===== src/rtl/pot_pkg.sv =====
package pot_pkg;
    localparam int DATA_W       = 8;
    localparam int REGS_PER_BNK = 4;
    localparam int BANK_CNT     = 4;
    localparam int REG_CNT      = REGS_PER_BNK * BANK_CNT;
    localparam int IDX_W        = $clog2(REG_CNT);

    localparam logic [3:0] OP_RD_WIPER = 4'b1001;
    localparam logic [3:0] OP_WR_WIPER = 4'b1010;
    localparam logic [3:0] OP_RD_STORE = 4'b1011;
    localparam logic [3:0] OP_WR_STORE = 4'b1100;
    localparam logic [3:0] OP_LOAD     = 4'b1101;
    localparam logic [3:0] OP_SAVE     = 4'b1110;
    localparam logic [3:0] OP_STEP     = 4'b0010;

    typedef enum logic [2:0] {
        K_NONE, K_RD_WIPER, K_WR_WIPER, K_RD_STORE,
        K_WR_STORE, K_LOAD, K_SAVE, K_STEP
    } kind_e;

    typedef struct packed {
        kind_e             kind;
        logic [IDX_W-1:0]  idx;
    } cmd_t;

    typedef enum logic [2:0] {
        PH_IDLE, PH_DATA_WIPER, PH_DATA_STORE, PH_COMMIT, PH_STEP, PH_DONE
    } phase_e;

    typedef struct packed {
        phase_e             phase;
        logic [DATA_W-1:0]  wiper;
        logic [DATA_W-1:0]  pend_data;
        logic [IDX_W-1:0]   pend_idx;
        logic               ack;
        logic               rd_valid;
        logic [DATA_W-1:0]  rd_data;
    } ctl_t;
endpackage


===== src/rtl/pot_cmd_decode.sv =====
module pot_cmd_decode
    import pot_pkg::*;
(
    input  logic [7:0] ins_byte,
    output cmd_t       cmd
);
    logic [3:0] opc;
    logic [1:0] reg_sel;
    logic [1:0] bank_sel;
    logic       bank_zero;

    always_comb begin
        opc       = ins_byte[7:4];
        reg_sel   = ins_byte[3:2];
        bank_sel  = ins_byte[1:0];
        bank_zero = (bank_sel == 2'b00);
        cmd.idx   = IDX_W'({bank_sel, reg_sel});
        unique case (opc)
            OP_RD_WIPER: cmd.kind = K_RD_WIPER;
            OP_WR_WIPER: cmd.kind = K_WR_WIPER;
            OP_RD_STORE: cmd.kind = K_RD_STORE;
            OP_WR_STORE: cmd.kind = K_WR_STORE;
            OP_LOAD:     cmd.kind = bank_zero ? K_LOAD : K_NONE;
            OP_SAVE:     cmd.kind = bank_zero ? K_SAVE : K_NONE;
            OP_STEP:     cmd.kind = K_STEP;
            default:     cmd.kind = K_NONE;
        endcase
    end
endmodule


===== src/rtl/pot_store_bank.sv =====
module pot_store_bank #(
    parameter int                DATA_W     = 8,
    parameter int                ENTRIES    = 16,
    parameter logic [DATA_W-1:0] INIT_VALUE = '0,
    localparam int               IDX_W      = $clog2(ENTRIES)
) (
    input  logic              clk,
    input  logic              por_n,
    input  logic              we,
    input  logic [IDX_W-1:0]  widx,
    input  logic [DATA_W-1:0] wdata,
    input  logic [IDX_W-1:0]  ridx,
    output logic [DATA_W-1:0] rdata,
    output logic [DATA_W-1:0] home
);
    logic [DATA_W-1:0] cell_q [ENTRIES];

    for (genvar i = 0; i < ENTRIES; i++) begin : g_cell
        logic [DATA_W-1:0] cell_d;
        always_comb begin
            cell_d = cell_q[i];
            if (we && (widx == IDX_W'(i))) cell_d = wdata;
        end
        always_ff @(posedge clk) begin
            if (!por_n) cell_q[i] <= INIT_VALUE;
            else        cell_q[i] <= cell_d;
        end
    end

    always_comb begin
        rdata = cell_q[ridx];
        home  = cell_q[0];
    end
endmodule


===== src/rtl/pot_busy_timer.sv =====
module pot_busy_timer #(
    parameter int  CYCLES = 500000,
    localparam int CW     = $clog2(CYCLES + 1)
) (
    input  logic clk,
    input  logic rst_n,
    input  logic start,
    output logic busy
);
    logic [CW-1:0] cnt_d, cnt_q;

    always_comb begin
        cnt_d = cnt_q;
        if (start)             cnt_d = CW'(CYCLES);
        else if (cnt_q != '0)  cnt_d = cnt_q - 1'b1;
        busy = (cnt_q != '0);
    end

    always_ff @(posedge clk) begin
        if (!rst_n) cnt_q <= '0;
        else        cnt_q <= cnt_d;
    end
endmodule


===== src/rtl/pot_cmd_exec.sv =====
module pot_cmd_exec
    import pot_pkg::*;
#(
    parameter int                BUSY_CYCLES = 500000,
    parameter logic [DATA_W-1:0] INIT_VALUE  = 8'h80
) (
    input  logic              clk,
    input  logic              por_n,
    input  logic              rst_n,
    input  logic              wp_n,
    input  logic              ins_valid,
    input  logic [7:0]        ins_byte,
    input  logic              dat_valid,
    input  logic [DATA_W-1:0] dat_byte,
    input  logic              stop_evt,
    input  logic              abort_evt,
    input  logic              step_valid,
    input  logic              step_up,
    output logic              cmd_ack,
    output logic              rd_valid,
    output logic [DATA_W-1:0] rd_data,
    output logic [DATA_W-1:0] wiper,
    output logic              busy
);
    localparam logic [DATA_W-1:0] WIPER_MAX = '1;

    ctl_t              q, d;
    cmd_t              cmd;
    logic              commit;
    logic              ctl_rst_n;
    logic [DATA_W-1:0] store_rdata;
    logic [DATA_W-1:0] store_home;

    assign ctl_rst_n = rst_n & por_n;

    pot_cmd_decode u_dec (
        .ins_byte (ins_byte),
        .cmd      (cmd)
    );

    pot_store_bank #(
        .DATA_W     (DATA_W),
        .ENTRIES    (REG_CNT),
        .INIT_VALUE (INIT_VALUE)
    ) u_bank (
        .clk   (clk),
        .por_n (por_n),
        .we    (commit),
        .widx  (q.pend_idx),
        .wdata (q.pend_data),
        .ridx  (cmd.idx),
        .rdata (store_rdata),
        .home  (store_home)
    );

    pot_busy_timer #(
        .CYCLES (BUSY_CYCLES)
    ) u_timer (
        .clk   (clk),
        .rst_n (ctl_rst_n),
        .start (commit),
        .busy  (busy)
    );

    always_comb begin
        d          = q;
        d.ack      = 1'b0;
        d.rd_valid = 1'b0;
        commit     = 1'b0;

        unique case (q.phase)
            PH_IDLE: begin
                if (ins_valid && !busy) begin
                    d.ack      = 1'b1;
                    d.pend_idx = cmd.idx;
                    d.phase    = PH_DONE;
                    unique case (cmd.kind)
                        K_RD_WIPER: begin
                            d.rd_valid = 1'b1;
                            d.rd_data  = q.wiper;
                        end
                        K_RD_STORE: begin
                            d.rd_valid = 1'b1;
                            d.rd_data  = store_rdata;
                        end
                        K_WR_WIPER: d.phase = PH_DATA_WIPER;
                        K_WR_STORE: d.phase = PH_DATA_STORE;
                        K_LOAD:     d.wiper = store_rdata;
                        K_SAVE: begin
                            d.pend_data = q.wiper;
                            d.phase     = PH_COMMIT;
                        end
                        K_STEP:     d.phase = PH_STEP;
                        default:    d.phase = PH_DONE;
                    endcase
                end
            end
            PH_DATA_WIPER: begin
                if (dat_valid) begin
                    d.wiper = dat_byte;
                    d.phase = PH_DONE;
                end
            end
            PH_DATA_STORE: begin
                if (dat_valid) begin
                    d.pend_data = dat_byte;
                    d.phase     = PH_COMMIT;
                end
            end
            PH_STEP: begin
                if (step_valid) begin
                    if (step_up && (q.wiper != WIPER_MAX))
                        d.wiper = q.wiper + 1'b1;
                    else if (!step_up && (q.wiper != '0))
                        d.wiper = q.wiper - 1'b1;
                end
            end
            default: ;
        endcase

        if (stop_evt && (q.phase == PH_COMMIT) && wp_n)
            commit = 1'b1;

        if (stop_evt || abort_evt)
            d.phase = PH_IDLE;
    end

    always_ff @(posedge clk) begin
        if (!ctl_rst_n) begin
            q.phase     <= PH_IDLE;
            q.wiper     <= por_n ? store_home : INIT_VALUE;
            q.pend_data <= '0;
            q.pend_idx  <= '0;
            q.ack       <= 1'b0;
            q.rd_valid  <= 1'b0;
            q.rd_data   <= '0;
        end else begin
            q <= d;
        end
    end

    assign cmd_ack  = q.ack;
    assign rd_valid = q.rd_valid;
    assign rd_data  = q.rd_data;
    assign wiper    = q.wiper;
endmodule


===== config.mk =====
export PLATFORM = sky130hd
export DESIGN_NAME = pot_cmd_exec
export DESIGN_NICKNAME = d
export VERILOG_FILES = /design/src/rtl/pot_pkg.sv /design/src/rtl/pot_cmd_decode.sv /design/src/rtl/pot_store_bank.sv /design/src/rtl/pot_busy_timer.sv /design/src/rtl/pot_cmd_exec.sv
export SDC_FILE = /design/constraint.sdc
export NUM_CORES = 1
export LEC_CHECK = 0
export BUFFER_PORTS_ARGS = -buffer_cell sky130_fd_sc_hd__buf_2
export CELL_PAD_IN_SITES_DETAIL_PLACEMENT = 0
export CELL_PAD_IN_SITES_GLOBAL_PLACEMENT = 2
export CORE_ASPECT_RATIO = 0.5
export CORE_MARGIN = 5
export CORE_UTILIZATION = 48
export CTS_BUF_LIST = sky130_fd_sc_hd__clkbuf_4
export CTS_CLUSTER_SIZE = 12
export DETAILED_ROUTE_END_ITERATION = 12
export HOLD_SLACK_MARGIN = 0.15
export MAX_ROUTING_LAYER = met4
export PLACE_DENSITY = 0.89
export SLEW_MARGIN = 20
export SYNTH_ARGS = -nofsm -noshare
export SYNTH_HDL_FRONTEND = slang
export SYNTH_SLANG_ARGS = --single-unit

===== constraint.sdc =====
create_clock -name clk -period 6.7 [get_ports clk]
set_clock_uncertainty 0.15 [all_clocks]
set_input_delay 0.67 -clock clk [delete_from_list [all_inputs] [get_ports clk]]
set_output_delay 0.67 -clock clk [all_outputs]
set_load 0.005 [all_outputs]

Yosys cells after proc, flatten, opt, wreduce, memory -nomap -nowiden
Memories as Yosys holds them, arrays and structs flattened.
Index checks and enable logic that the tools add are counted.
W data, S select, Z words.
{"block": "word_totals", "inputBits": 26, "regBits": 52, "latch_bits": 0, "mem_bits_ro": 0, "mem_bits_rw": 128, "mem_count": 1, "elab_cells": 204, "output_inout_bits": 19}
{"memory": "u_bank.cell_q", "words": 16, "word_bits": 8, "read_ports": 2, "rd_clocked_by_memory_dff": 0, "wr": 16, "line": "pot_store_bank.sv:16", "source": "logic [DATA_W-1:0] cell_q [ENTRIES];"}
{"block": "classes", "n_div": 0, "n_reduce_logical": 57, "addsub": 3, "bitwise_logic": 18, "n_lt_le_gt_ge": 0, "n_eq_ne": 59, "n_shift": 0, "mux": 57, "multipliers": 0}
{"op": "$mux W8", "count": 39}
{"op": "$eq A4 B4 Y1 const B", "count": 14}
{"op": "$mux W19", "count": 2}
{"op": "$reduce_and A2 Y1", "count": 17}
{"op": "$mux W33", "count": 1}
{"op": "$mux W30", "count": 1}
{"op": "$pmux W8 S3", "count": 1}
{"op": "$logic_and A1 B1 Y1", "count": 21}
{"op": "$pmux W3 S7", "count": 1}
{"op": "$reduce_bool A19 Y1", "count": 1}
{"op": "$sub A19 B1 Y19 const B", "count": 1}
{"op": "$pmux W9 S2", "count": 1}
{"op": "$eq A4 B3 Y1 const B", "count": 4}
{"op": "$or A1 B1 Y1", "count": 16}
{"op": "$pmux W8 S2", "count": 1}
{"op": "$eq A3 B3 Y1 const B", "count": 5}
{"op": "$ne A1 B1 Y1 const B", "count": 15}
{"op": "$mux W14", "count": 1}
{"op": "$eq A3 B2 Y1 const B", "count": 4}
{"op": "$eq A4 B2 Y1 const B", "count": 3}
{"op": "$ne A3 B3 Y1 const B", "count": 4}
{"op": "$pmux W3 S4", "count": 1}
{"op": "$mux W11", "count": 1}
{"op": "$mux W3", "count": 3}
{"op": "24 further kinds", "count": 36}

Depth between registers and ports, before layout
Gate-level depths: netlist (run 1).
{"block": "logic_depth", "word_depth": 8, "mapped_depth": 9, "ltp_nobuf": 9}

Hierarchy
Synthesis (run 1) repeated with hierarchy kept, for this count alone.
{"block": "hier_totals", "cells_unflattened": 796, "hier_area_um2": 9372.7}
{"module": "pot_store_bank", "n_inst": 1, "cells_each": 406, "seq_area_each_um2": 3763.6, "area_each_um2": 6022.0}
{"module": "pot_cmd_exec", "n_inst": 1, "cells_each": 264, "seq_area_each_um2": 740.7, "area_each_um2": 2302.2}
{"module": "pot_busy_timer", "n_inst": 1, "cells_each": 110, "seq_area_each_um2": 380.4, "area_each_um2": 947.2}
{"module": "pot_cmd_decode", "n_inst": 1, "cells_each": 16, "seq_area_each_um2": 0.0, "area_each_um2": 101.3}

Worst setup path after synthesis (run 1)
No wires, ideal clock.
{"block": "synth_path", "path_kind": "input -> register", "startpoint": "in step_up", "endpoint": "reg wiper[6] (netlist name)", "stages": 8, "n_path_buf": 0, "t_arrival_ns": 2.823, "setup_ns": 0.152, "slack_ns": 3.576, "t_required_ns": 6.398, "cell_sequence": "a21boi_0 -> inv_1 -> ha_1 -> nor2b_1 -> o31a_1 -> or4b_2 -> a31o_2 -> a31oi_1"}
{"block": "synth_via", "elab_chain_cells": 5}
{"element": "from (decl)", "line": "pot_cmd_exec.sv:18", "source": "input logic step_up,"}
{"element": "$logic_and A1 B1 Y1", "line": "pot_cmd_exec.sv:112", "source": "if (step_up && (q.wiper != WIPER_MAX))"}
{"element": "$mux W8", "line": "pot_cmd_exec.sv:112"}
{"element": "$mux W8", "line": "pot_cmd_exec.sv:111", "source": "if (step_valid) begin"}
{"element": "$pmux W8 S3", "line": "pot_cmd_exec.sv:71", "source": "unique case (q.phase)"}
{"element": "$mux W30", "line": "pot_cmd_exec.sv:129", "source": "if (!ctl_rst_n) begin"}
Every way passes these cells. The select of a mux whose other input is x is not followed.
A chain may end at the register's enable or synchronous reset.

Worst setup path in the final report (run 1)
{"block": "layout_path", "startpoint": "reg u_timer.cnt_q[0]", "endpoint": "out busy"}
{"block": "layout_via", "elab_chain_cells": 1}
{"element": "from (decl)", "line": "pot_busy_timer.sv:10", "source": "logic [CW-1:0] cnt_d, cnt_q;"}
{"element": "from (signal assigned)", "line": "pot_busy_timer.sv:21", "source": "else cnt_q <= cnt_d;"}
{"element": "$reduce_bool A19 Y1", "line": "pot_busy_timer.sv:16", "source": "busy = (cnt_q != '0);"}
{"element": "to (decl)", "line": "pot_cmd_exec.sv:23", "source": "output logic busy"}
Every way passes these cells.

==> results_dict.tcl, run 1 <==
set metrics [dict create \
    switching_share 0.374 \
    tightest_slew_ns 0.813 \
    holdPathStages 2 \
    wire_per_inst_um 21.3 \
    r2r_end "wiper[6]" \
    grt_pass1_vias 6091 \
    min_to "q[31]" \
    cts_root_buf "clkbuf_4" \
    rsz0062_at_grt "false" \
    ys.flop_type "edfxtp_1" \
    synth-seq-cells 180 \
    crit_top_cell "inv_1" \
    crit_start "u_timer.cnt_q[0]" \
    cts_hold_buf 0 \
    regArea_um2 4880 \
    seq_power_share 0.441 \
    leakage_nw 3.68 \
    required_ns 5.88 \
    grt_pass1_wl_um 35500 \
    path_class "register to primary output" \
    die_w_um 207 \
    timing.rr.start "wiper[6]" \
    cp.arrival_ns 2.74 \
    die_h_um 108 \
    drt-initial-drc-count 543 \
    cap_violations 0 \
    min_period_ns 3.56 \
    synth_cell_types 67 \
    track_usage 0.215 \
    antenna_found_initial 0 \
    h-tree-depth 4 \
    cts_buffer_depth 2 \
    fin_ws_ns 3.14 \
    placed_area_um2 9580 \
    place_inst 1021 \
    crit_buf_inv 3 \
    finalMaxSlewViolations 0 \
    period_share 0.532 \
    synth_warnings 0 \
    grt.overflow.total 0 \
    core_area_um2 18700 \
    cpMaxStageDelayCell "or4b_2" \
    drive_gt1_frac 0.170 \
    end_kind "primary output" \
    num_rows 35 \
    min-delay-start "dat_valid" \
    critPathTopFamily "simple AND/OR/NAND/NOR gates" \
    clkLatencyLatePin_ns 0.60 \
    multiInputGateArea_um2 3990 \
    power_frac_comb 0.336 \
    initial_core_util 0.496 \
    synth_top_area_frac 0.414 \
    r2r_setup_slack_ns 3.19 \
    nets 816 \
    routed_via_density 5.87 \
    synth_edf_count 128 \
    grt_max_degree 38 \
    final.setup.tns_ns 0 \
    drcViolationCount 0 \
    path_clk_slew_ns 0.16 \
    async_flop_share 0 \
    ant_nets 0 \
    portBuffers 44 \
    fp.dieArea_um2 22400 \
    stdcell_count 1053 \
    cts_buffers 17 \
    syn_area_um2 9270 \
    via_count 6184 \
    reg2reg_depth 9 \
    cts_tree "yes" \
    utilization 0.531 \
    cts_setup_buffers 0 \
    fmax_ghz 0.281 \
    avgSynthCellArea_um2 12.1 \
    min-delay-path-class "primary input to register" \
    yosysTopAreaCell "edfxtp_1" \
    worst_hold_slack_ns 0.215 \
    yosysSeqAreaShare 0.527 \
    p_clk_frac 0.223 \
    synth.net_count 800 \
    peakVddDrop_uv 201 \
    routed_wirelength_um 22400 \
    pwr_density_cell_nw_per_um2 314 \
    synthCells 765 \
    place_ws_ns 3.15 \
    hold_viol 0 \
    design_area_um2 9920 \
    status "completed" \
    areaGrowthSynthToFinish_pct 6.98 \
    p_sw_mw 1.17 \
    dpl.hpwl_um 15800 \
    start_kind "register" \
    cp.depth 6 \
    fillCellCount 1614 \
    max_stage_delay_ns 0.66 \
    p_total_mw 3.11 \
    cts_num_sinks 180 \
    setup_viol 0 \
    diodes 0 \
    intPower_mw 1.95 \
    gp_congestion 0.832 \
    crit_chain "inv_1, ha_1, or4b_2, nor3_2, inv_1, buf_2" \
    ys_top_cells_by_area "edfxtp_1 (41%), dfxtp_1 (11%), and2_1 (7.5%), mux4_2 (6.6%), mux4_1 (3.7%)" \
    cts_resized 0 \
    relSlewSlack 0.458 \
    first_pass_iters 5 \
    io_pins 45 \
    crit_fanout 7 \
]
synthesized netlist by cell type (all sizes together), types with 3 or more instances:
cell	n
a2111oi	4
nand3b	5
nor4	6
nor3	10
o211a	8
o221ai	7
and2	111
dfxtp	52
nand3	4
a21oi	32
buf	36
and4	4
clkbuf	26
nand2	31
o21ai	47
mux4	40
a211oi	4
xnor2	12
or2	3
mux2i	23
or3	24
ha	8
nor2	52
edfxtp	128
nand4	7
inv	14
nor2b	12
xor2	4
nand2b	5
a221oi	7
a31oi	6
and3	3
per-layer routing:
layer / GRT usage / wire (um)
met3: 0.0414 / 1070
met5: - / 0
met1: 0.307 / 11000
met2: 0.324 / 10200
met4: 0.0432 / 214
placed cells by master, fill, tap and decap left out, drive strengths merged, types with 21 or more instances in the layout:
cell | netlist | routed
dfxtp | 52 | 52
nor2 | 52 | 52
inv | 14 | 21
buf | 36 | 59
mux2i | 23 | 23
a21oi | 32 | 32
nand2 | 31 | 31
edfxtp | 128 | 128
o21ai | 47 | 47
and2 | 111 | 111
or3 | 24 | 24
mux4 | 40 | 40
worst max path at each step:
stage,endpoint,slack (ns)
2_1_floorplan,wiper[6],3.58
3_3_place_gp,wiper[2],3.19
3_5_place_dp,wiper[2],3.15
4_1_cts,busy,3.12
5_1_grt,busy,2.96
6_report,busy,3.14
logic make-up (layout without fill, tap and decap cells):
| kind of cell | count (synthesis) | after routing | synth area share |
|---|---|---|---|
| AND/OR/NAND/NOR | 289 | 289 | 0.183 |
| AO/OA/AOI/OAI | 132 | 132 | 0.0916 |
| adder cells (fa/ha/maj) | 9 | 9 | 0.0130 |
| flip-flops | 180 | 180 | 0.527 |
| XOR/XNOR | 16 | 16 | 0.0151 |
| buffers and inverters | 76 | 105 | 0.0436 |
| multiplexers | 63 | 63 | 0.127 |
sequential cells by signal (all words and copies together) (netlist names):
signal / flops
u_bank.cell_q: 128
u_timer.cnt_q: 19
q: 15
rd_data: 8
wiper: 8
cmd_ack: 1
rd_valid: 1
cell type report:
| cell class | instances | area share |
|---|---|---|
| Multi-Input combinational cell | 509 | 0.402 |
| Clock inverter | 15 | 0.0208 |
| Timing Repair Buffer | 59 | 0.0338 |
| Sequential cell | 180 | 0.492 |
| Inverter | 14 | 0.00530 |
| Tap cell | 259 | 0.0327 |
| Clock buffer | 17 | 0.0129 |
power by group through the flow:
| stage | combinational [mW] | sequential, mW | clock [mW] |
|---|---|---|---|
| after floorplan | 0.836 | 1.36 | 0 |
| after global placement | 1.03 | 1.39 | 0 |
| after detailed placement | 1.03 | 1.39 | 0 |
| after CTS | 1.04 | 1.37 | 0.704 |
| after global routing | 1.16 | 1.39 | 0.752 |
| final | 1.05 | 1.37 | 0.694 |
Power figures use the tool's default switching activity.
==> inputs of run 2 (changes only) <==
- CORE_UTILIZATION: 48 -> 44
- PLACE_DENSITY: 0.89 -> 0.83
- clock period: 6.7 -> 3.65 ns (I/O delays scaled with it)
==> run 2 against run 1 <==
Against the previous run: via count rose by 0.32%; sequential share of layout area fell by 1.7 points; clock power rose by 70%; critical path depth rose by 3; register-to-register slack got worse by 2.9 ns; largest cell class unchanged.
==> results_dict.tcl, run 2 (same netlist as run 1, synthesis figures left out) <==
set metrics [dict create \
    max_stage_delay_ns 0.61 \
    status "completed" \
    ant_nets 0 \
    hold_viol 0 \
    drt-initial-drc-count 511 \
    areaGrowthSynthToFinish_pct 10.9 \
    cts_num_sinks 180 \
    setup_viol 0 \
    reg.largest.list "u_bank.cell_q: 128 flops, u_timer.cnt_q: 19 flops, q: 15 flops" \
    min-delay-path-class "primary input to register" \
    wire_per_inst_um 20.2 \
    drive_gt1_frac 0.180 \
    track_usage 0.197 \
    design_area_um2 10300 \
    die_w_um 215 \
    tightest_slew_ns 0.634 \
    fillCellCount 1826 \
    cts_setup_buffers 0 \
    grt_pass1_vias 6225 \
    cts_buffer_depth 2 \
    finalMaxSlewViolations 0 \
    gp_congestion 0.831 \
    cts_buffers 17 \
    final.setup.tns_ns 0 \
    peakVddDrop_uv 400 \
    diodes 0 \
    die_h_um 113 \
    cpMaxStageDelayCell "or4b_2" \
    required_ns 3.94 \
    nets 857 \
    leakage_nw 3.85 \
    h-tree-depth 4 \
    path_class "register to register" \
    crit_fanout 6 \
    min-delay-start "ins_byte[7]" \
    grt_max_degree 38 \
    num_rows 37 \
    p_total_mw 5.75 \
    cts_root_buf "clkbuf_4" \
    crit_start "wiper[2]" \
    cap_violations 0 \
    end_kind "register" \
    drcViolationCount 0 \
    grt_pass1_wl_um 36100 \
    fmax_ghz 0.299 \
    clkLatencyLatePin_ns 0.59 \
    initial_core_util 0.449 \
    period_share 0.916 \
    first_pass_iters 5 \
    start_kind "register" \
    routed_wirelength_um 22400 \
    cts_tree "yes" \
    core_area_um2 20600 \
    portBuffers 44 \
    final_common_cell "edfxtp_1" \
    fp.dieArea_um2 24300 \
    cp.arrival_ns 3.64 \
    antenna_found_initial 0 \
    io_pins 45 \
    rsz0062_at_grt "false" \
    crit_chain "and4_1, a21boi_1, inv_1, ha_1, nor2b_1, o31a_1, or4b_2, a31o_2, a31oi_1" \
    regMostFlops "u_bank.cell_q" \
    placed_area_um2 9730 \
    timing.rr.start "wiper[2]" \
    routed_via_density 5.60 \
    relSlewSlack 0.575 \
    largest_reg_flops 128 \
    min_period_ns 3.34 \
    path_clk_slew_ns 0.16 \
    final_cell_mix "edfxtp_1 (128), and2_1 (111), dfxtp_1 (52), nor2_1 (51), o21ai_0 (47)" \
    pwr_density_cell_nw_per_um2 559 \
    worst_hold_slack_ns 0.270 \
    via_count 6204 \
    dpl.hpwl_um 16000 \
    grt.overflow.total 0 \
]
-- run 2: report_power, final --
| part | internal (mW) | total [mW] | switching [mW] | leakage, nW |
|---|---|---|---|---|
| logic | 0.872 | 2.06 | 1.19 | 2.00 |
| clock network | 0.381 | 1.18 | 0.799 | 0.156 |
| registers | 2.34 | 2.51 | 0.170 | 1.69 |
-- run 2: critical path: cells and delay by family, from the launching register on --
family                   cells  cell delay (ns)
flip-flops                   1             0.53
AO/OA/AOI/OAI                4             0.92
AND/OR/NAND/NOR              3             1.02
buffers and inverters        1             0.20
adder cells (fa/ha/maj)      1             0.36
-- run 2: layout make-up --
class	count	area [um^2]	share of cell area
Inverter	14	52.6	0.00511
Multi-Input combinational cell	509	3990	0.388
Clock inverter	14	166	0.0162
Timing Repair Buffer	100	716	0.0696
Sequential cell	180	4880	0.475
Tap cell	273	342	0.0332
Clock buffer	18	135	0.0131
-- run 2: path summary, 6_finish.rpt --
kind / endpoint / slack, ns / cells past startpoint
max reg2reg: wiper[6] / 0.31 / 9
min: q[32] / 0.27 / 4
min reg2reg: u_timer.cnt_q[18] / 0.37 / 2
max: wiper[6] / 0.31 / 9
-- run 2: repair_timing --
item                                   in CTS  in global routing
setup endpoints to repair                   0                  1
gates resized for setup                     0                  1
hold buffers                               25                  0
endpoints found under the hold margin      36                  0
-- run 2: metrics by stage --
step | setup slack [ns] | util | cells
2_1_floorplan | 0.535 | - | 765
3_3_place_gp | 0.351 | 0.471 | 1051
3_5_place_dp | 0.237 | 0.471 | 1051
4_1_cts | 0.200 | 0.498 | 1108
5_1_grt | 0.104 | 0.498 | 1108
6_report | 0.307 | 0.498 | 1108
-- run 2: layer usage --
metal  track usage  share of wire  vias up
li1              -              -     2972
met1         0.272           0.49     3093
met2         0.305           0.46      126
met3        0.0412          0.039       13
met4        0.0418         0.0091        0
met5             -              0        -
==> inputs of run 3 (changes only) <==
- CORE_UTILIZATION: 44 -> 48
- PLACE_DENSITY: 0.83 -> 0.89
- clock period: 3.65 -> 4.1 ns (I/O delays scaled with it)
==> run 3 against run 2 <==
Against the previous run: wire length increased by 3.3%; worst hold slack got worse by 0.047 ns; power decreased by 13%; first-iteration DRC count increased by 17%; maximum frequency decreased by 4.4%; non-clock buffer count decreased by 15; utilization increased by 4.3 points; sequential power decreased by 11%; final area decreased by 1.6%; clock power decreased by 14%; sequential cell count unchanged; critical endpoint unchanged; largest power group unchanged.
==> results_dict.tcl, run 3 (same netlist as run 1, synthesis figures left out) <==
set metrics [dict create \
    routed_wirelength_um 23100 \
    p_clk_frac 0.204 \
    h-tree-depth 4 \
    p_sw_mw 1.91 \
    setup_viol 0 \
    track_usage 0.218 \
    core_area_um2 18700 \
    drive_gt1_frac 0.172 \
    path_clk_slew_ns 0.17 \
    drt-initial-drc-count 596 \
    num_rows 35 \
    rsz0062_at_grt "false" \
    period_share 0.853 \
    fp.dieArea_um2 22400 \
    wl_met1_um 10800 \
    end_kind "register" \
    cap_violations 0 \
    routed_via_density 5.81 \
    intPower_mw 3.08 \
    grt_pass1_wl_um 35600 \
    cts_buffer_depth 2 \
    wire_per_inst_um 21.4 \
    cp.arrival_ns 3.77 \
    ant_nets 0 \
    dpl.hpwl_um 16100 \
    largest_reg_flops 128 \
    gp_congestion 0.938 \
    nets 842 \
    grt.overflow.total 0 \
    multiInputGateArea_um2 3990 \
    die_h_um 108 \
    fmax_ghz 0.286 \
    relSlewSlack 0.244 \
    grt_pass1_vias 6178 \
    regMostFlops "u_bank.cell_q" \
    cts_setup_buffers 0 \
    pwr_density_cell_nw_per_um2 494 \
    final_cell_mix "edfxtp_1 (128), and2_1 (111), dfxtp_1 (52), nor2_1 (51), o21ai_0 (47)" \
    final.setup.tns_ns 0 \
    wl_met2_um 10600 \
    min_period_ns 3.50 \
    peakVddDrop_uv 267 \
    start_kind "register" \
    grt_max_degree 38 \
    via_count 6265 \
    fillCellCount 1648 \
    top_layer "met4" \
    die_w_um 207 \
    drcViolationCount 0 \
    regArea_um2 4880 \
    cts_root_buf "clkbuf_4" \
    seq_power_share 0.448 \
    hold_viol 0 \
    status "completed" \
    clkLatencyLatePin_ns 0.56 \
    areaGrowthSynthToFinish_pct 9.05 \
    cts_buffers 17 \
    switching_share 0.383 \
    min-delay-path-class "primary input to register" \
    tightest_slew_ns 1.12 \
    initial_core_util 0.496 \
    diodes 0 \
    p_total_mw 4.99 \
    antenna_found_initial 0 \
    finalMaxSlewViolations 0 \
    reg.largest.list "u_bank.cell_q: 128 flops, u_timer.cnt_q: 19 flops, q: 15 flops" \
    first_pass_iters 5 \
    required_ns 4.38 \
    wl_met3_um 1420 \
    crit_fanout 6 \
    cts_tree "yes" \
    cts_num_sinks 180 \
    leakage_nw 3.77 \
    power_frac_comb 0.348 \
    io_pins 45 \
    portBuffers 44 \
    final_common_cell "edfxtp_1" \
    path_class "register to register" \
]
run 3: cell count changes in the layout (fill, tap and decap cells not counted):
cell / change
inv_6: +2
a21boi_0: +1
a21boi_1: -1
clkinv_4: -3
bufinv_16: -1
dlygate4sd3_1: -7
clkbuf_4: -1
buf_4: -8
inv_8: +3
clkinvlp_4: -1
run 3: repair_timing:
item	in CTS	in global routing
hold buffers	18	0
resized for setup	0	0
endpoints found under the hold margin	22	0
run 3: power by group through the flow:
stage | Combinational, mW | Sequential (mW) | Clock, mW
final | 1.74 | 2.24 | 1.02
after global routing | 1.92 | 2.26 | 1.10
after CTS | 1.74 | 2.23 | 1.04
after detailed placement | 1.71 | 2.27 | 0
after global placement | 1.71 | 2.27 | 0
after floorplan | 1.37 | 2.23 | 0
run 3: through the flow:
stage | util | worst slack (ns) | hold WS [ns] | std cells | cell area (um^2)
2_1_floorplan | - | 0.985 | 0.314 | 765 | 9270
3_3_place_gp | 0.516 | 0.822 | 0.339 | 1029 | 9650
3_5_place_dp | 0.516 | 0.686 | 0.359 | 1029 | 9650
4_1_cts | 0.541 | 0.644 | 0.181 | 1078 | 10100
5_1_grt | 0.541 | 0.440 | 0.232 | 1078 | 10100
6_report | 0.541 | 0.605 | 0.223 | 1078 | 10100
run 3: per-layer routing:
layer,vias to the layer above,track usage
met2,184,0.341
met4,0,0.0489
li1,2940,-
met1,3128,0.303
met5,-,-
met3,13,0.0366
run 3: final timing paths:
kind / from / end / cells after the start / slack (ns)
worst max-delay path: wiper[6] / wiper[6] / 9 / 0.60
worst min register to register: u_timer.cnt_q[18] / u_timer.cnt_q[18] / 2 / 0.38
worst max register to register: wiper[6] / wiper[6] / 9 / 0.60
worst min-delay path: ins_byte[6] / rd_valid / 5 / 0.22
run 3: final cells by class:
class                      instances  area share
tap                              259      0.0320
sequential                       180       0.483
inverter                          14     0.00520
multi-input combinational        509       0.394
timing repair buffer              85      0.0579
clock inverter                    14      0.0152
clock buffer                      17      0.0126
run 3: worst max-delay path, cell delays in order (launching register included):
cell and delay, ns:
edfxtp_1 0.53, and4_1 0.26, a21boi_0 0.35, inv_1 0.23, ha_1 0.38, nor2b_1 0.16
o31a_1 0.26, or4b_2 0.61, a31o_2 0.25, a31oi_1 0.17
